File: src/rtl/pcm_slot_pkg.sv
package pcm_slot_pkg;
  typedef enum logic [1:0] {
    SPD_TWO   = 2'd0,
    SPD_FOUR  = 2'd1,
    SPD_EIGHT = 2'd2,
    SPD_RSVD  = 2'd3
  } bus_speed_e;

  // log2 of the number of ports sharing the bus, capped at the maximum
  function automatic int speed_log2(input logic [1:0] code, input int max_log2);
    int s;
    s = int'(code) + 1;
    if (s > max_log2) s = max_log2;
    return s;
  endfunction
endpackage

File: src/rtl/pcm_bit_timer.sv
module pcm_bit_timer #(
  parameter int CNT_W   = 11,
  parameter int BYTE_SH = 3,
  parameter int DEV_SH  = 3
) (
  input  logic               clk,
  input  logic               rst_n,
  input  logic               realign_en,
  input  logic               fsync_in,
  input  logic [CNT_W-1:0]   frame_last,
  output logic               running,
  output logic               fsync_out,
  output logic [DEV_SH-1:0]  cur_dev,
  output logic [BYTE_SH-1:0] cur_bit,
  output logic [DEV_SH-1:0]  nxt_dev,
  output logic [BYTE_SH-1:0] nxt_bit
);
  logic [CNT_W-1:0] cnt_q, cnt_nxt;
  logic             run_q;

  always_comb begin
    if (!run_q)                    cnt_nxt = '0;
    else if (realign_en && fsync_in) cnt_nxt = '0;
    else if (cnt_q >= frame_last)  cnt_nxt = '0;
    else                           cnt_nxt = cnt_q + 1'b1;
  end

  always_ff @(posedge clk) begin
    if (!rst_n) begin
      cnt_q <= '0;
      run_q <= 1'b0;
    end else begin
      cnt_q <= cnt_nxt;
      run_q <= 1'b1;
    end
  end

  assign running   = run_q;
  assign fsync_out = run_q && (cnt_q == '0);
  assign cur_bit   = cnt_q[BYTE_SH-1:0];
  assign cur_dev   = cnt_q[BYTE_SH +: DEV_SH];
  assign nxt_bit   = cnt_nxt[BYTE_SH-1:0];
  assign nxt_dev   = cnt_nxt[BYTE_SH +: DEV_SH];

  // a frame is far longer than one clock, so sync never repeats back to back
  assert_fsync_gap_R1: assert property (@(posedge clk) disable iff (!rst_n)
    (fsync_out && !realign_en) |=> !fsync_out);
endmodule

File: src/rtl/pcm_slot_decode.sv
module pcm_slot_decode
  import pcm_slot_pkg::*;
#(
  parameter int CNT_W   = 11,
  parameter int BYTE_SH = 3,
  parameter int DEV_SH  = 3
) (
  input  logic               enable,
  input  logic [1:0]         speed,
  input  logic [DEV_SH-1:0]  pos,
  input  logic               buf_ok,
  input  logic [DEV_SH-1:0]  cur_dev,
  input  logic [DEV_SH-1:0]  nxt_dev,
  input  logic [BYTE_SH-1:0] nxt_bit,
  output logic [CNT_W-1:0]   frame_last,
  output logic               cfg_err,
  output logic               own_now,
  output logic               load_now
);
  logic [DEV_SH-1:0] mask;
  int                sh;

  always_comb begin
    sh         = enable ? speed_log2(speed, DEV_SH) : 0;
    mask       = DEV_SH'((1 << sh) - 1);
    frame_last = {CNT_W{1'b1}} >> (DEV_SH - sh);
    cfg_err    = enable && (!buf_ok || (bus_speed_e'(speed) == SPD_RSVD) ||
                            ((pos & ~mask) != '0));
    own_now    = !enable || ((cur_dev & mask) == pos);
    load_now   = (nxt_bit == '0) && (!enable || ((nxt_dev & mask) == pos));
  end
endmodule

File: src/rtl/pcm_byte_shifter.sv
module pcm_byte_shifter #(
  parameter int BYTE_W = 8
) (
  input  logic              clk,
  input  logic              rst_n,
  input  logic              load,
  input  logic              take,
  input  logic [BYTE_W-1:0] din,
  output logic              msb
);
  localparam logic [BYTE_W-1:0] IDLE = '1;
  logic [BYTE_W-1:0] sh_q;

  always_ff @(posedge clk) begin
    if (!rst_n)    sh_q <= IDLE;
    else if (load) sh_q <= take ? din : IDLE;
    else           sh_q <= {sh_q[BYTE_W-2:0], 1'b0};
  end

  assign msb = sh_q[BYTE_W-1];
endmodule

File: src/rtl/pcm_slot_ctrl.sv
module pcm_slot_ctrl #(
  parameter int CHANNELS = 32,
  parameter int BYTE_W   = 8,
  parameter int MAX_DEV  = 8,
  localparam int BYTE_SH = $clog2(BYTE_W),
  localparam int DEV_SH  = $clog2(MAX_DEV),
  localparam int CNT_W   = $clog2(CHANNELS) + BYTE_SH + DEV_SH
) (
  input  logic              clk,
  input  logic              rst_n,
  input  logic              cfg_enable,
  input  logic [1:0]        cfg_speed,
  input  logic [DEV_SH-1:0] cfg_pos,
  input  logic              cfg_clk_src,
  input  logic              buf_enabled,
  input  logic              fsync_in,
  input  logic              rd_valid,
  input  logic [BYTE_W-1:0] rd_data,
  output logic              rd_ready,
  output logic              ser_data,
  output logic              ser_oe,
  output logic              fsync_out,
  output logic              cfg_err,
  output logic              txclk_sys
);
  logic               running, own_now, load_now, shift_msb;
  logic [CNT_W-1:0]   frame_last;
  logic [DEV_SH-1:0]  cur_dev, nxt_dev;
  logic [BYTE_SH-1:0] cur_bit, nxt_bit;
  logic               clk_sel_q;

  pcm_bit_timer #(.CNT_W(CNT_W), .BYTE_SH(BYTE_SH), .DEV_SH(DEV_SH)) u_timer (
    .clk(clk), .rst_n(rst_n), .realign_en(!cfg_enable), .fsync_in(fsync_in),
    .frame_last(frame_last), .running(running), .fsync_out(fsync_out),
    .cur_dev(cur_dev), .cur_bit(cur_bit), .nxt_dev(nxt_dev), .nxt_bit(nxt_bit)
  );

  pcm_slot_decode #(.CNT_W(CNT_W), .BYTE_SH(BYTE_SH), .DEV_SH(DEV_SH)) u_decode (
    .enable(cfg_enable), .speed(cfg_speed), .pos(cfg_pos), .buf_ok(buf_enabled),
    .cur_dev(cur_dev), .nxt_dev(nxt_dev), .nxt_bit(nxt_bit),
    .frame_last(frame_last), .cfg_err(cfg_err), .own_now(own_now), .load_now(load_now)
  );

  assign rd_ready = rst_n && load_now && !cfg_err;
  assign ser_oe   = running && own_now && !cfg_err;

  pcm_byte_shifter #(.BYTE_W(BYTE_W)) u_shift (
    .clk(clk), .rst_n(rst_n), .load(rd_ready), .take(rd_valid),
    .din(rd_data), .msb(shift_msb)
  );

  assign ser_data = ser_oe && shift_msb;

  always_ff @(posedge clk) begin
    if (!rst_n) clk_sel_q <= 1'b0;
    else        clk_sel_q <= cfg_clk_src;
  end
  assign txclk_sys = clk_sel_q;

  // Fields of the bit position that only matter for the bit index
  logic unused_bits;
  assign unused_bits = ^cur_bit;

  // a granted byte is always followed by the owned slot
  assert_ready_slot_R4: assert property (@(posedge clk) disable iff (!rst_n)
    rd_ready |=> ser_oe);
  // the bus is never entered without a byte load on the edge before
  assert_load_before_R3: assert property (@(posedge clk) disable iff (!rst_n)
    $rose(ser_oe) |-> $past(rd_ready));
  // a bad configuration never requests data from the buffer
  assert_err_quiet_R6: assert property (@(posedge clk) disable iff (!rst_n)
    cfg_err |-> (!rd_ready && !ser_oe));
  // the data line is quiet outside the slot
  assert_idle_line_R11: assert property (@(posedge clk) disable iff (!rst_n)
    !ser_oe |-> !ser_data);
endmodule

File: config.mk
export PLATFORM = sky130hd
export DESIGN_NAME = pcm_slot_ctrl
export DESIGN_NICKNAME = d
export VERILOG_FILES = /design/src/rtl/pcm_slot_pkg.sv /design/src/rtl/pcm_bit_timer.sv /design/src/rtl/pcm_slot_decode.sv /design/src/rtl/pcm_byte_shifter.sv /design/src/rtl/pcm_slot_ctrl.sv
export SDC_FILE = /design/constraint.sdc
export NUM_CORES = 1
export LEC_CHECK = 0
export BUFFER_PORTS_ARGS = -buffer_cell sky130_fd_sc_hd__buf_2
export CAP_MARGIN = 30
export CORE_MARGIN = 3
export CORE_UTILIZATION = 50
export CTS_CLUSTER_SIZE = 10
export DETAILED_ROUTE_END_ITERATION = 8
export HOLD_SLACK_MARGIN = 0.1
export PLACE_DENSITY = 0.74
export SYNTH_ARGS = -nofsm -noshare
export SYNTH_HDL_FRONTEND = slang
export SYNTH_SLANG_ARGS = --single-unit
File: constraint.sdc
create_clock -name clk -period 2.33 [get_ports clk]
set_input_delay 0 -clock clk [delete_from_list [all_inputs] [get_ports clk]]
set_output_delay 0 -clock clk [all_outputs]
set_load 0.05 [all_outputs]
==> metrics, run 1 <==
net switching power of the design=approximately 0.0002 W; total routing resource utilization after global routing=a little under a fifth; Slowest Stage Delay on Critical Path=between 400 and 500 ps; most instantiated cells after synthesis=sky130_fd_sc_hd__dfxtp_1, sky130_fd_sc_hd__nor2b_1, sky130_fd_sc_hd__nor2_1; instance area at placement=roughly 1400 sq um; cell with the largest stage delay on the worst path=sky130_fd_sc_hd__dfxtp_2; maximum clock frequency=457 MHz; number of H-tree branching levels=1; setup slack of the worst register-to-register path=around 200 ps; RR Startpoint=u_timer.cnt_q[9]$_SDFF_PP0_; share of the synthesized area in the top cell type=about a third; sum of buffers and inverters on the critical path=3; clock skew=just over 7 ps; core outline area=2300 sq um; Total Die Area=3160 sq um; post-synthesis cell count=137; sequential group share of total power=approximately 53%; largest delay contributor family on the critical path=compound AO/OA/AOI/OAI gates; Vias=approximately 1,100; Max Fanout on Critical Path=4; Die X-Extent=around 56 microns; end of the worst hold path=u_timer.cnt_q[1]$_SDFF_PN0_; mean area per synthesized cell=9.21 sq um; number of antenna violations at the first check in global routing=0; number of design-rule violations left by the first detailed-router iteration=35; power density of the placed cells=~420 nW/um^2; kind of critical path=reg -> out; most repeated library cell on the critical path=sky130_fd_sc_hd__a41oi_4; clock tree from TritonCTS=yes; count of nets left with antenna violations after detail routing=0; num rows=17; buffers added on ports=25; nature of the critical path startpoint=flip-flop; final hold violation count=0; Total Power=just over 0.0007 W; number of buffers created by CTS=3; Max Root-Sink Buffers=2; post-detailed-routing wire length=~2700 microns; number of maximum-capacitance violations=0; outcome=complete, no violations; ratio of cells with drive above 1 in the final layout=between 20% and 30%; most common cell in the synthesized netlist=sky130_fd_sc_hd__dfxtp_1; leftover overflow at the end of global routing=0; first-pass iteration count of the detailed router=4; Final Instance Count excl. Fillers=218; relative contribution of the clock network to total power=approximately a quarter; worst hold path depth=5; worst hold path class=in -> reg; end-of-flow core utilization=73.9%; area of the mapped netlist=1260 sq um; clock tree root driver cell=sky130_fd_sc_hd__clkbuf_4; depth of the most critical reg-to-reg path=8; max-slew violation count=0; largest area contributor in the netlist=sky130_fd_sc_hd__dfxtp_1; post-layout net count=220; Hold Startpoint=fsync_in; Total Negative Setup Slacks=0 ps; residual DRC count=0; Detail Placement HPWL=about 1900 microns; wire length of the first global-routing pass=between 4000 and 5000 microns; number of distinct library cells after synthesis=35; number of inserted filler cells in the final layout=~170; via count of the first global-routing pass=1,175; part of the Yosys area used for sequential elements=between 30% and 40%; clock latency at the later pin of the worst-skew pair=approximately 310 ps; Static Leakage=0.778 nW; RSZ-0062 raised after global routing=false; logic gate share of total power=~22%; clk slew on worst S/H paths=120 ps; top cells by area, synth=sky130_fd_sc_hd__dfxtp_1, sky130_fd_sc_hd__ha_1, sky130_fd_sc_hd__nor2b_1; critical path required time=~2300 ps; FF-to-FF End=u_shift.sh_q[4]$_SDFF_PN1_; count of state elements after synthesis=21; arrival time at the worst endpoint=2190 ps; floorplan die height=between 50 and 60 microns; post-synthesis to final-layout area growth=34.6%; kind of capture point of the worst setup path=output pin; peak supply drop=roughly 470 uV; # IOs=26; Synth Warn #=0; Int Pwr=slightly above 0.0005 W; antenna cells=0; final cycle utilization of the critical path=about 94%; commonest register cell after synthesis=sky130_fd_sc_hd__dfxtp_1; placed instance count=around 190; routed length per instance=between 10 and 15 microns; count of flip-flops with a built-in enable after synthesis=0; maximum number of pins on one net before global-route repair=16; share of flip-flops with an asynchronous set or reset=0%; number of clock sinks=21; mean number of vias per cell=around 5; clock period minus final worst setup slack=about 2200 ps; critical-path cell list=ha_4 -> a21o_1 -> a221o_1 -> a41oi_4 -> buf_4 -> a41oi_4 -> inv_1 -> buf_6; initial standard-cell utilization of the core=54.9%; final setup fails=0; switching part of the total power=~28%; routability cong.=just under 0.8; post-route cell area=approximately 1700 sq um
kinds of logic after synthesis:
logic type      Yosys count  share of synthesized area (%)
simple gates             60                           26.9
flops                    21                           33.3
compound gates           17                           12.3
xor+xnor                 14                           9.72
fa+ha+maj                 9                           8.93
buf+inv                   8                           2.98
mux                       7                           5.56
other cells               1                          0.297
worst max-delay path by stage:
| stage | startpoint | end | slack (ps) | cells past startpoint |
|---|---|---|---|---|
| after global routing | u_timer.cnt_q[1]$_SDFF_PN0_ | rd_ready | 9 | 9 |
| final | u_timer.cnt_q[9]$_SDFF_PP0_ | rd_ready | 140 | 8 |
| after global placement | u_timer.cnt_q[9]$_SDFF_PP0_ | u_shift.sh_q[2]$_SDFF_PN1_ | 180 | 7 |
| after detailed placement | u_timer.cnt_q[9]$_SDFF_PP0_ | u_shift.sh_q[2]$_SDFF_PN1_ | 110 | 7 |
| after CTS | u_timer.cnt_q[9]$_SDFF_PP0_ | rd_ready | 20 | 8 |
| after floorplan | u_timer.cnt_q[0]$_SDFF_PN0_ | fsync_out | 100 | 5 |
sequential cells by signal, indices dropped and copies added (netlist names):
name	count
txclk_sys	1
u_shift.sh_q	8
u_timer.cnt_q	11
u_timer.running	1
routing by layer:
metal / routed length, microns / up-vias / share of wire, % / global-route usage (%)
li1: - / 569 / - / -
met1: 1070 / 486 / 40 / 17.9
met2: 1430 / 23 / 54 / 34.9
met3: 88 / 10 / 3.3 / 5.34
met4: 74 / 0 / 2.8 / 7.12
met5: 0 / - / 0 / 0
worst register-to-register path, stage by stage (launching register included):
cell and delay (ps):
sky130_fd_sc_hd__dfxtp_2 410, sky130_fd_sc_hd__ha_4 230, sky130_fd_sc_hd__a21o_1 160, sky130_fd_sc_hd__a221o_1 330, sky130_fd_sc_hd__a41oi_4 220, sky130_fd_sc_hd__a21oi_2 100
sky130_fd_sc_hd__a41oi_4 200, sky130_fd_sc_hd__buf_4 220, sky130_fd_sc_hd__mux2i_1 220
layout make-up:
cell class              count  area [sq um]  share of cell area, %
clock inverters             1          7.51                  0.442
clock buffers               3          22.5                   1.33
repair buffers             48           352                   20.7
inverters                   6          22.5                   1.33
flip-flops and latches     21           423                   24.9
well taps                  28          35.0                   2.06
multi-input cells         111           836                   49.2
placed cells by master (no fill, tap or decap), types with 2 or more instances in the layout:
master / netlist / layout
sky130_fd_sc_hd__nand2b_1: 2 / 2
sky130_fd_sc_hd__ha_1: 9 / 8
sky130_fd_sc_hd__buf_2: 0 / 24
sky130_fd_sc_hd__buf_4: 0 / 4
sky130_fd_sc_hd__dlygate4sd3_1: 0 / 19
sky130_fd_sc_hd__inv_1: 6 / 6
sky130_fd_sc_hd__dfxtp_2: 0 / 2
sky130_fd_sc_hd__and3_1: 3 / 3
sky130_fd_sc_hd__nor2b_1: 17 / 17
sky130_fd_sc_hd__a41oi_4: 2 / 2
sky130_fd_sc_hd__and2_1: 2 / 2
sky130_fd_sc_hd__o21ai_0: 3 / 3
sky130_fd_sc_hd__nor2_1: 13 / 13
sky130_fd_sc_hd__xnor2_1: 8 / 7
sky130_fd_sc_hd__nor4b_1: 3 / 3
sky130_fd_sc_hd__clkbuf_4: 0 / 3
sky130_fd_sc_hd__dfxtp_1: 21 / 19
sky130_fd_sc_hd__conb_1: 1 / 4
sky130_fd_sc_hd__xor2_1: 6 / 6
sky130_fd_sc_hd__mux2i_1: 7 / 7
sky130_fd_sc_hd__a21o_1: 3 / 3
sky130_fd_sc_hd__a21oi_1: 3 / 3
sky130_fd_sc_hd__nand2_1: 9 / 9
sky130_fd_sc_hd__nand3_1: 3 / 3
stage by stage:
stage | hold slack (ps) | worst slack, ps
after CTS | 337 | 22.3
after global routing | 342 | 8.69
after detailed placement | 216 | 113
final | 350 | 141
after floorplan | 27.7 | 96.6
after global placement | 211 | 180
power groups by stage:
stage / clock network (W) / logic (W) / registers [W]
2_1_floorplan: 0 / 0.0000795 / 0.000386
3_3_place_gp: 0 / 0.000121 / 0.000383
3_5_place_dp: 0 / 0.000124 / 0.000384
4_1_cts: 0.000188 / 0.000151 / 0.000376
5_1_grt: 0.000204 / 0.000167 / 0.000378
6_report: 0.000180 / 0.000154 / 0.000376
repair_timing:
action,4_1_cts,5_1_grt
endpoints found under the setup margin,1,2
buffers inserted,1,0
gates resized for setup,1,6
pin swaps,0,1
hold endpoints to repair,11,0
hold buffers,19,0
Note: power is estimated with default switching activity, not from simulation.
==> run 2: changes to the inputs <==
ABC_AREA = 1   (was default)
BUFFER_PORTS_ARGS = -buffer_cell sky130_fd_sc_hd__buf_4   (was -buffer_cell sky130_fd_sc_hd__buf_2)
CORE_UTILIZATION = 30   (was 50)
PLACE_DENSITY = default   (was 0.74)
==> run 2 against run 1 <==
Sequential cell count is the same. Global-route usage decreased by 5.9 points. Wire length is 26% higher. Sequential power barely moved. Synthesized area rose by 12%. First-iteration DRC count increased by 140%.
==> metrics, run 2 <==
outcome=complete, no violations; number of antenna violations at the first check in global routing=0 (unchanged); post-detailed-routing wire length=3370 microns (+26%); buffers added on ports=25 (unchanged); number of H-tree branching levels=1 (unchanged); wire length of the first global-routing pass=5420 microns (+17%); share of flip-flops with an asynchronous set or reset=0% (unchanged); number of maximum-capacitance violations=0 (unchanged); number of buffers created by CTS=3 (unchanged); worst slack at placement=159 ps (+46.2 ps); commonest register cell after synthesis=sky130_fd_sc_hd__dfxtp_1; critical path required time=2330 ps (about the same); commonest non-fill, non-tap cell in the layout=sky130_fd_sc_hd__nand2_1; core outline area=4440 sq um (+93%); power density of the placed cells=412 nW/um^2 (-1.6%); Total Die Area=5570 sq um (+76%); number of design-rule violations left by the first detailed-router iteration=83 (+140%); worst hold-check slack=131 ps (-220 ps); critical-path cell list=ha_1 -> nand2_1 -> nor2_1 -> nand3_1 -> inv_1 -> nor2_4 -> buf_4 -> a31oi_4 -> nand2_4 -> inv_1 -> buf_6; largest area contributor in the netlist=sky130_fd_sc_hd__dfxtp_1; number of distinct library cells after synthesis=29 (-17%); clock tree from TritonCTS=yes; arrival time at the worst endpoint=2170 ps (-20 ps); clock skew=1.45 ps (-5.76 ps); nature of the critical path startpoint=flip-flop; Final Instance Count excl. Fillers=305 (+40%); slack of the critical path=157 ps (+16.0 ps); max-slew violation count=0 (unchanged); Max Root-Sink Buffers=2 (unchanged); mean area per synthesized cell=6.93 sq um (-25%); most common cell in the synthesized netlist=sky130_fd_sc_hd__nand2_1; top cells by area, synth=sky130_fd_sc_hd__dfxtp_1, sky130_fd_sc_hd__nand2_1, sky130_fd_sc_hd__nand3_1; via count of the first global-routing pass=1,265 (+7.7%); first-pass iteration count of the detailed router=4 (unchanged); grt met2 use=20.9% (-14 points); most repeated library cell on the critical path=sky130_fd_sc_hd__inv_1; post-layout net count=283 (+29%); total routing resource utilization after global routing=12.3% (-5.9 points); residual DRC count=0 (unchanged); register with the most flip-flops=u_timer.cnt_q; final hold violation count=0 (unchanged); net switching power of the design=0.000217 W (+8.7%); Synth Warn #=0 (unchanged); # IOs=26 (unchanged); leftover overflow at the end of global routing=0 (unchanged); routed length per instance=11.0 microns (-9.6%); ratio of cells with drive above 1 in the final layout=26.1% (+3.5 points); cell with the largest stage delay on the worst path=sky130_fd_sc_hd__dfxtp_1; post-synthesis to final-layout area growth=35.0%; top library cells by usage in the layout, fill and taps aside=sky130_fd_sc_hd__nand2_1, sky130_fd_sc_hd__buf_4, sky130_fd_sc_hd__inv_1; setup slack of the worst register-to-register path=380 ps (+180 ps); Vias=1,383 (+27%); Detail Placement HPWL=2490 microns (+33%); switching part of the total power=27.6% (-0.51 points); first element of the critical path=u_timer.cnt_q[8]$_SDFF_PP0_; part of the Yosys area used for sequential elements=29.7% (-3.6 points); num rows=24 (+7); count of cell instances traversed by the critical path=11 (+3); clock tree root driver cell=sky130_fd_sc_hd__clkbuf_8; maximum clock frequency=460 MHz (+0.74%); Die X-Extent=74.7 microns (+33%); end-of-flow core utilization=43.0% (-31 points); sequential group share of total power=47.8% (-5.1 points); final cycle utilization of the critical path=93.3% (-0.69 points); flip-flop count of the largest register, all copies and words added=11 (unchanged); Max Fanout on Critical Path=9 (+5); sum of buffers and inverters on the critical path=4 (+1); final setup fails=0 (unchanged); end of the critical path=rd_ready; FF-to-FF End=u_shift.sh_q[7]$_SDFF_PN1_; clock period minus final worst setup slack=2170 ps (-16.0 ps); Static Leakage=0.928 nW (+19%); Int Pwr=0.000570 W (+11%); count of nets left with antenna violations after detail routing=0 (unchanged); most instantiated cells after synthesis=sky130_fd_sc_hd__nand2_1, sky130_fd_sc_hd__inv_1, sky130_fd_sc_hd__nand3_1; Slowest Stage Delay on Critical Path=360 ps (-50 ps); count of state elements after synthesis=21 (unchanged); clk slew on worst S/H paths=80 ps (-40 ps); peak supply drop=238 uV (-49%); mean number of vias per cell=4.53 (-9.1%); worst hold path class=in -> reg; clock latency at the later pin of the worst-skew pair=250 ps (-60 ps); met3 capacity usage during global routing=0.534% (-4.8 points); RR Startpoint=u_timer.cnt_q[8]$_SDFF_PP0_; kind of critical path=reg -> out; antenna cells=0 (unchanged); maximum number of pins on one net before global-route repair=14 (-2); kind of capture point of the worst setup path=output pin; placed instance count=284 (+46%); Top Registers=u_timer.cnt_q x11, u_shift.sh_q x8; count of flip-flops with a built-in enable after synthesis=0 (unchanged); floorplan die height=74.7 microns (+33%); number of clock sinks=21 (unchanged); largest delay contributor family on the critical path=buffers and inverters; logic gate share of total power=22.3% (+0.6 points); share of the synthesized area in the top cell type=29.7% (-3.6 points); relative contribution of the clock network to total power=29.8% (+4.4 points); GR peak layer=met2; routability cong.=0.763 (-3.5%); met1 Use GR=16.4% (-1.5 points); depth of the most critical reg-to-reg path=11 (+3); initial standard-cell utilization of the core=31.8% (-23 points); area of the mapped netlist=1410 sq um (+12%); post-synthesis cell count=204 (+49%); Total Negative Setup Slacks=0 ps (unchanged)
[run 2: routing by layer]
metal / vias to the layer above / share of wire (%)
met4: 0 / 2.1
li1: 738 / -
met3: 6 / 3.8
met5: - / 0
met2: 27 / 46
met1: 612 / 48
[run 2: kinds of logic after synthesis]
family	after synthesis	synth area share, %
AND/OR/NAND/NOR	121	41.2
XOR/XNOR	8	4.96
buffers and inverters	33	9.38
adder cells (fa/ha/maj)	9	7.96
flip-flops	21	29.7
other	1	0.265
AO/OA/AOI/OAI	11	6.55
[run 2: worst min-delay path, delay by kind of cell]
kind                   cells  cell delay (ps)
and+or+nand+nor            2              160
AOI/OAI and AO/OA          1               50
buffers and inverters      1              120
[run 2: per-stage QoR]
step | power (W) | instance area [sq um]
floorplan | 0.000479 | 1430
global placement | 0.000535 | 1680
detailed placement | 0.000536 | 1680
CTS | 0.000789 | 1850
global route | 0.000832 | 1910
finish | 0.000786 | 1910
[run 2: power groups by stage]
stage,clock network (W),registers [W],logic [W]
2_1_floorplan,0,0.000387,0.0000920
3_5_place_dp,0,0.000385,0.000151
5_1_grt,0.000261,0.000378,0.000194
6_report,0.000235,0.000376,0.000176
3_3_place_gp,0,0.000385,0.000150
4_1_cts,0.000247,0.000376,0.000167
[run 2: timing repair]
action,in CTS,in global routing
setup buffers,2,4
hold buffers,11,0
resized for setup,3,5
hold endpoints to repair,11,0
pin swaps,1,5
setup endpoints to repair,1,1
[run 2: how the worst min path moves through the flow]
stage | startpoint | endpoint | slack [ps] | cells after the start
after floorplan | rst_n | u_timer.running$_DFF_P_ | 30 | 0
after detailed placement | cfg_clk_src | txclk_sys$_SDFF_PN0_ | 200 | 3
final | cfg_enable | u_shift.sh_q[0]$_SDFF_PN1_ | 130 | 4
after global routing | cfg_enable | u_shift.sh_q[0]$_SDFF_PN1_ | 140 | 4
after CTS | rd_valid | u_shift.sh_q[0]$_SDFF_PN1_ | 130 | 4
after global placement | cfg_clk_src | txclk_sys$_SDFF_PN0_ | 190 | 3
[run 2: final cells by class]
| cell class | count | area, sq um |
|---|---|---|
| Fill cell | 473 | 2530 |
| Inverter | 31 | 116 |
| Multi-Input combinational cell | 153 | 896 |
| Tap cell | 52 | 65.1 |
| Timing Repair Buffer | 44 | 362 |
| Clock buffer | 3 | 41.3 |
| Sequential cell | 21 | 424 |
| Clock inverter | 1 | 5.00 |
==> run 3: changes to the inputs <==
ABC_AREA = default   (was 1)
BUFFER_PORTS_ARGS = default   (was -buffer_cell sky130_fd_sc_hd__buf_4)
DONT_BUFFER_PORTS = 1   (was default)
TNS_END_PERCENT = 30   (was default)
==> run 3 against run 2 <==
Critical path type unchanged. Highest routed layer unchanged. Clock-buffer cell count unchanged. Clock power rose by 6%. Clock skew rose by 0.98 ps.
==> metrics, run 3 (same netlist as run 1, synthesis figures left out) <==
final setup fails=0 (unchanged); power density of the placed cells=464 nW/um^2 (+13%); largest delay contributor family on the critical path=compound AO/OA/AOI/OAI gates; peak supply drop=294 uV (+23%); critical path required time=2330 ps (about the same); sequential group share of total power=50.0% (+2.2 points); Max Fanout on Critical Path=4 (-5); num rows=22 (-8.3%); Max Root-Sink Buffers=2 (unchanged); clk slew on worst S/H paths=80 ps (about the same); kind of critical path=reg -> out; first-pass iteration count of the detailed router=4 (unchanged); relative contribution of the clock network to total power=32.8% (+3.0 points); nature of the critical path startpoint=flip-flop; wire length of the first global-routing pass=4430 microns (-18%); clock latency at the later pin of the worst-skew pair=260 ps (about the same); count of nets left with antenna violations after detail routing=0 (unchanged); cell with the largest stage delay on the worst path=sky130_fd_sc_hd__dfxtp_1; transition time of the tightest slew-check pin=between 500 and 600 ps; kind of capture point of the worst setup path=output pin; worst slew margin relative to its limit=a little over three fifths; register with the most flip-flops=u_timer.cnt_q; post-synthesis to final-layout area growth=29.5%; core outline area=3850 sq um (-13%); residual DRC count=0 (unchanged); post-detailed-routing wire length=2670 microns (-21%); FF-to-FF End=u_shift.sh_q[5]$_SDFF_PN1_; RR Startpoint=u_timer.cnt_q[0]$_SDFF_PN0_; Hold Startpoint=rst_n; Slowest Stage Delay on Critical Path=390 ps (+30 ps); worst slack at placement=20.6 ps (-139 ps); post-layout net count=197 (-30%); Static Leakage=0.695 nW (-25%); maximum number of pins on one net before global-route repair=14 (unchanged); # IOs=26 (unchanged); total routing resource utilization after global routing=10.8% (-1.5 points); sum of buffers and inverters on the critical path=3 (-1); routed length per instance=12.4 microns (+13%); slack of the critical path=147 ps (-10.3 ps); Total Negative Setup Slacks=0 ps (unchanged); number of design-rule violations left by the first detailed-router iteration=30 (-64%); mean number of vias per cell=4.76 (+5.0%); final hold violation count=0 (unchanged); top library cells by usage in the layout, fill and taps aside=sky130_fd_sc_hd__dfxtp_1, sky130_fd_sc_hd__dlygate4sd3_1, sky130_fd_sc_hd__nor2b_1; maximum clock frequency=458 MHz (-0.47%); routability cong.=0.767 (+0.52%); logic gate share of total power=17.2% (-5.1 points); ratio of cells with drive above 1 in the final layout=12.0% (-14 points); Vias=1,024 (-26%); Top Registers=u_timer.cnt_q x11, u_shift.sh_q x8; switching part of the total power=26.4% (-1.2 points); net switching power of the design=0.000200 W (-7.7%); antenna cells=0 (unchanged); Die X-Extent=70.8 microns (-5.1%); clock skew=2.43 ps (+0.980 ps); via count of the first global-routing pass=1,025 (-19%); number of maximum-capacitance violations=0 (unchanged); initial standard-cell utilization of the core=32.7% (+0.91 points); buffers added on ports=0 (-100%); clock tree root driver cell=sky130_fd_sc_hd__clkbuf_8; Int Pwr=0.000557 W (-2.2%); worst hold path class=in -> reg; clock tree from TritonCTS=yes; leftover overflow at the end of global routing=0 (unchanged); Detail Placement HPWL=1930 microns (-23%); worst hold path depth=2 (-2); number of H-tree branching levels=1 (unchanged); outcome=complete, no violations; number of buffers created by CTS=3 (unchanged); number of antenna violations at the first check in global routing=0 (unchanged); flip-flop count of the largest register, all copies and words added=11 (unchanged); end-of-flow core utilization=42.4% (-0.59 points); depth of the most critical reg-to-reg path=9 (-2); commonest non-fill, non-tap cell in the layout=sky130_fd_sc_hd__dfxtp_1; critical-path cell list=ha_1 -> and4_1 -> a21oi_1 -> o21ai_1 -> a41oi_4 -> buf_4 -> a41oi_4 -> inv_1 -> buf_4; max-slew violation count=0 (unchanged); setup slack of the worst register-to-register path=190 ps (-190 ps); arrival time at the worst endpoint=2180 ps (about the same); floorplan die height=70.8 microns (-5.1%); Total Die Area=5020 sq um (-9.9%); end of the worst hold path=u_timer.cnt_q[2]$_SDFF_PN0_; worst hold-check slack=116 ps (-14.5 ps); final cycle utilization of the critical path=93.7% (+0.44 points); number of clock sinks=21 (unchanged); clock period minus final worst setup slack=2180 ps (+10.3 ps)
run 3: cell count changes in the layout (fill, tap and decap cells not counted), sizes merged, moves of 5 or more:
cell / change
and3: +5
buf: -26
or2: -7
nor2: -15
inv: -25
xnor2: +6
mux2i: +7
nand3: -27
dlygate4sd3: +7
nor2b: +17
nand2: -40
run 3: worst register-to-register path, stage by stage, from the launching register on:
cell and delay, ps:
sky130_fd_sc_hd__dfxtp_1 390, sky130_fd_sc_hd__ha_1 240, sky130_fd_sc_hd__and4_1 290, sky130_fd_sc_hd__a21oi_1 80, sky130_fd_sc_hd__o21ai_1 140, sky130_fd_sc_hd__a41oi_4 160
sky130_fd_sc_hd__buf_4 180, sky130_fd_sc_hd__a41oi_4 170, sky130_fd_sc_hd__buf_4 210, sky130_fd_sc_hd__mux2i_1 200
run 3: per-stage QoR:
step | area [sq um] | total power [W] | instances
detailed placement | 1370 | 0.000488 | 191
CTS | 1610 | 0.000763 | 214
finish | 1630 | 0.000757 | 215
global placement | 1370 | 0.000486 | 191
floorplan | 1270 | 0.000465 | 140
global route | 1630 | 0.000798 | 215
run 3: timing repair:
| action | 4_1_cts | 5_1_grt |
|---|---|---|
| endpoints found under the setup margin | 1 | 9 |
| gates resized for setup | 0 | 3 |
| pin swaps | 0 | 1 |
| hold endpoints to repair | 11 | 0 |
| buffers inserted | 1 | 1 |
| hold buffers | 18 | 0 |
run 3: how the worst max path moves through the flow:
| stage | to | slack, ps | cells after the start | from |
|---|---|---|---|---|
| global placement | u_shift.sh_q[3]$_SDFF_PN1_ | 110 | 7 | u_timer.cnt_q[9]$_SDFF_PP0_ |
| floorplan | fsync_out | 100 | 5 | u_timer.cnt_q[0]$_SDFF_PN0_ |
| detailed placement | u_shift.sh_q[2]$_SDFF_PN1_ | 20 | 7 | u_timer.cnt_q[9]$_SDFF_PP0_ |
| global route | rd_ready | -5 | 9 | u_timer.cnt_q[0]$_SDFF_PN0_ |
| finish | rd_ready | 150 | 9 | u_timer.cnt_q[0]$_SDFF_PN0_ |
| CTS | rd_ready | 8 | 8 | u_timer.cnt_q[9]$_SDFF_PP0_ |
run 3: metal layers:
| layer | GRT usage, % | up-vias | share of wire [%] |
|---|---|---|---|
| li1 | - | 521 | - |
| met1 | 12.1 | 477 | 40 |
| met2 | 20.3 | 23 | 55 |
| met3 | 3.55 | 3 | 4.2 |
| met4 | 1.25 | 0 | 0.26 |
| met5 | 0 | - | 0 |
run 3: final cells by class:
type                       count  area (sq um)
inverter                       6          22.5
tap                           48          60.1
clock buffer                   3          41.3
clock inverter                 1          7.51
timing repair buffer          25           245
sequential                    21           423
multi-input combinational    111           833
fill                         389          2220
run 3: power by group through the flow:
| stage | Combinational (W) | Sequential, W | Clock, W |
|---|---|---|---|
| 2_1_floorplan | 0.0000795 | 0.000386 | 0 |
| 3_3_place_gp | 0.0000988 | 0.000387 | 0 |
| 3_5_place_dp | 0.000101 | 0.000388 | 0 |
| 4_1_cts | 0.000127 | 0.000379 | 0.000257 |
| 5_1_grt | 0.000143 | 0.000380 | 0.000275 |
| 6_report | 0.000130 | 0.000379 | 0.000249 |
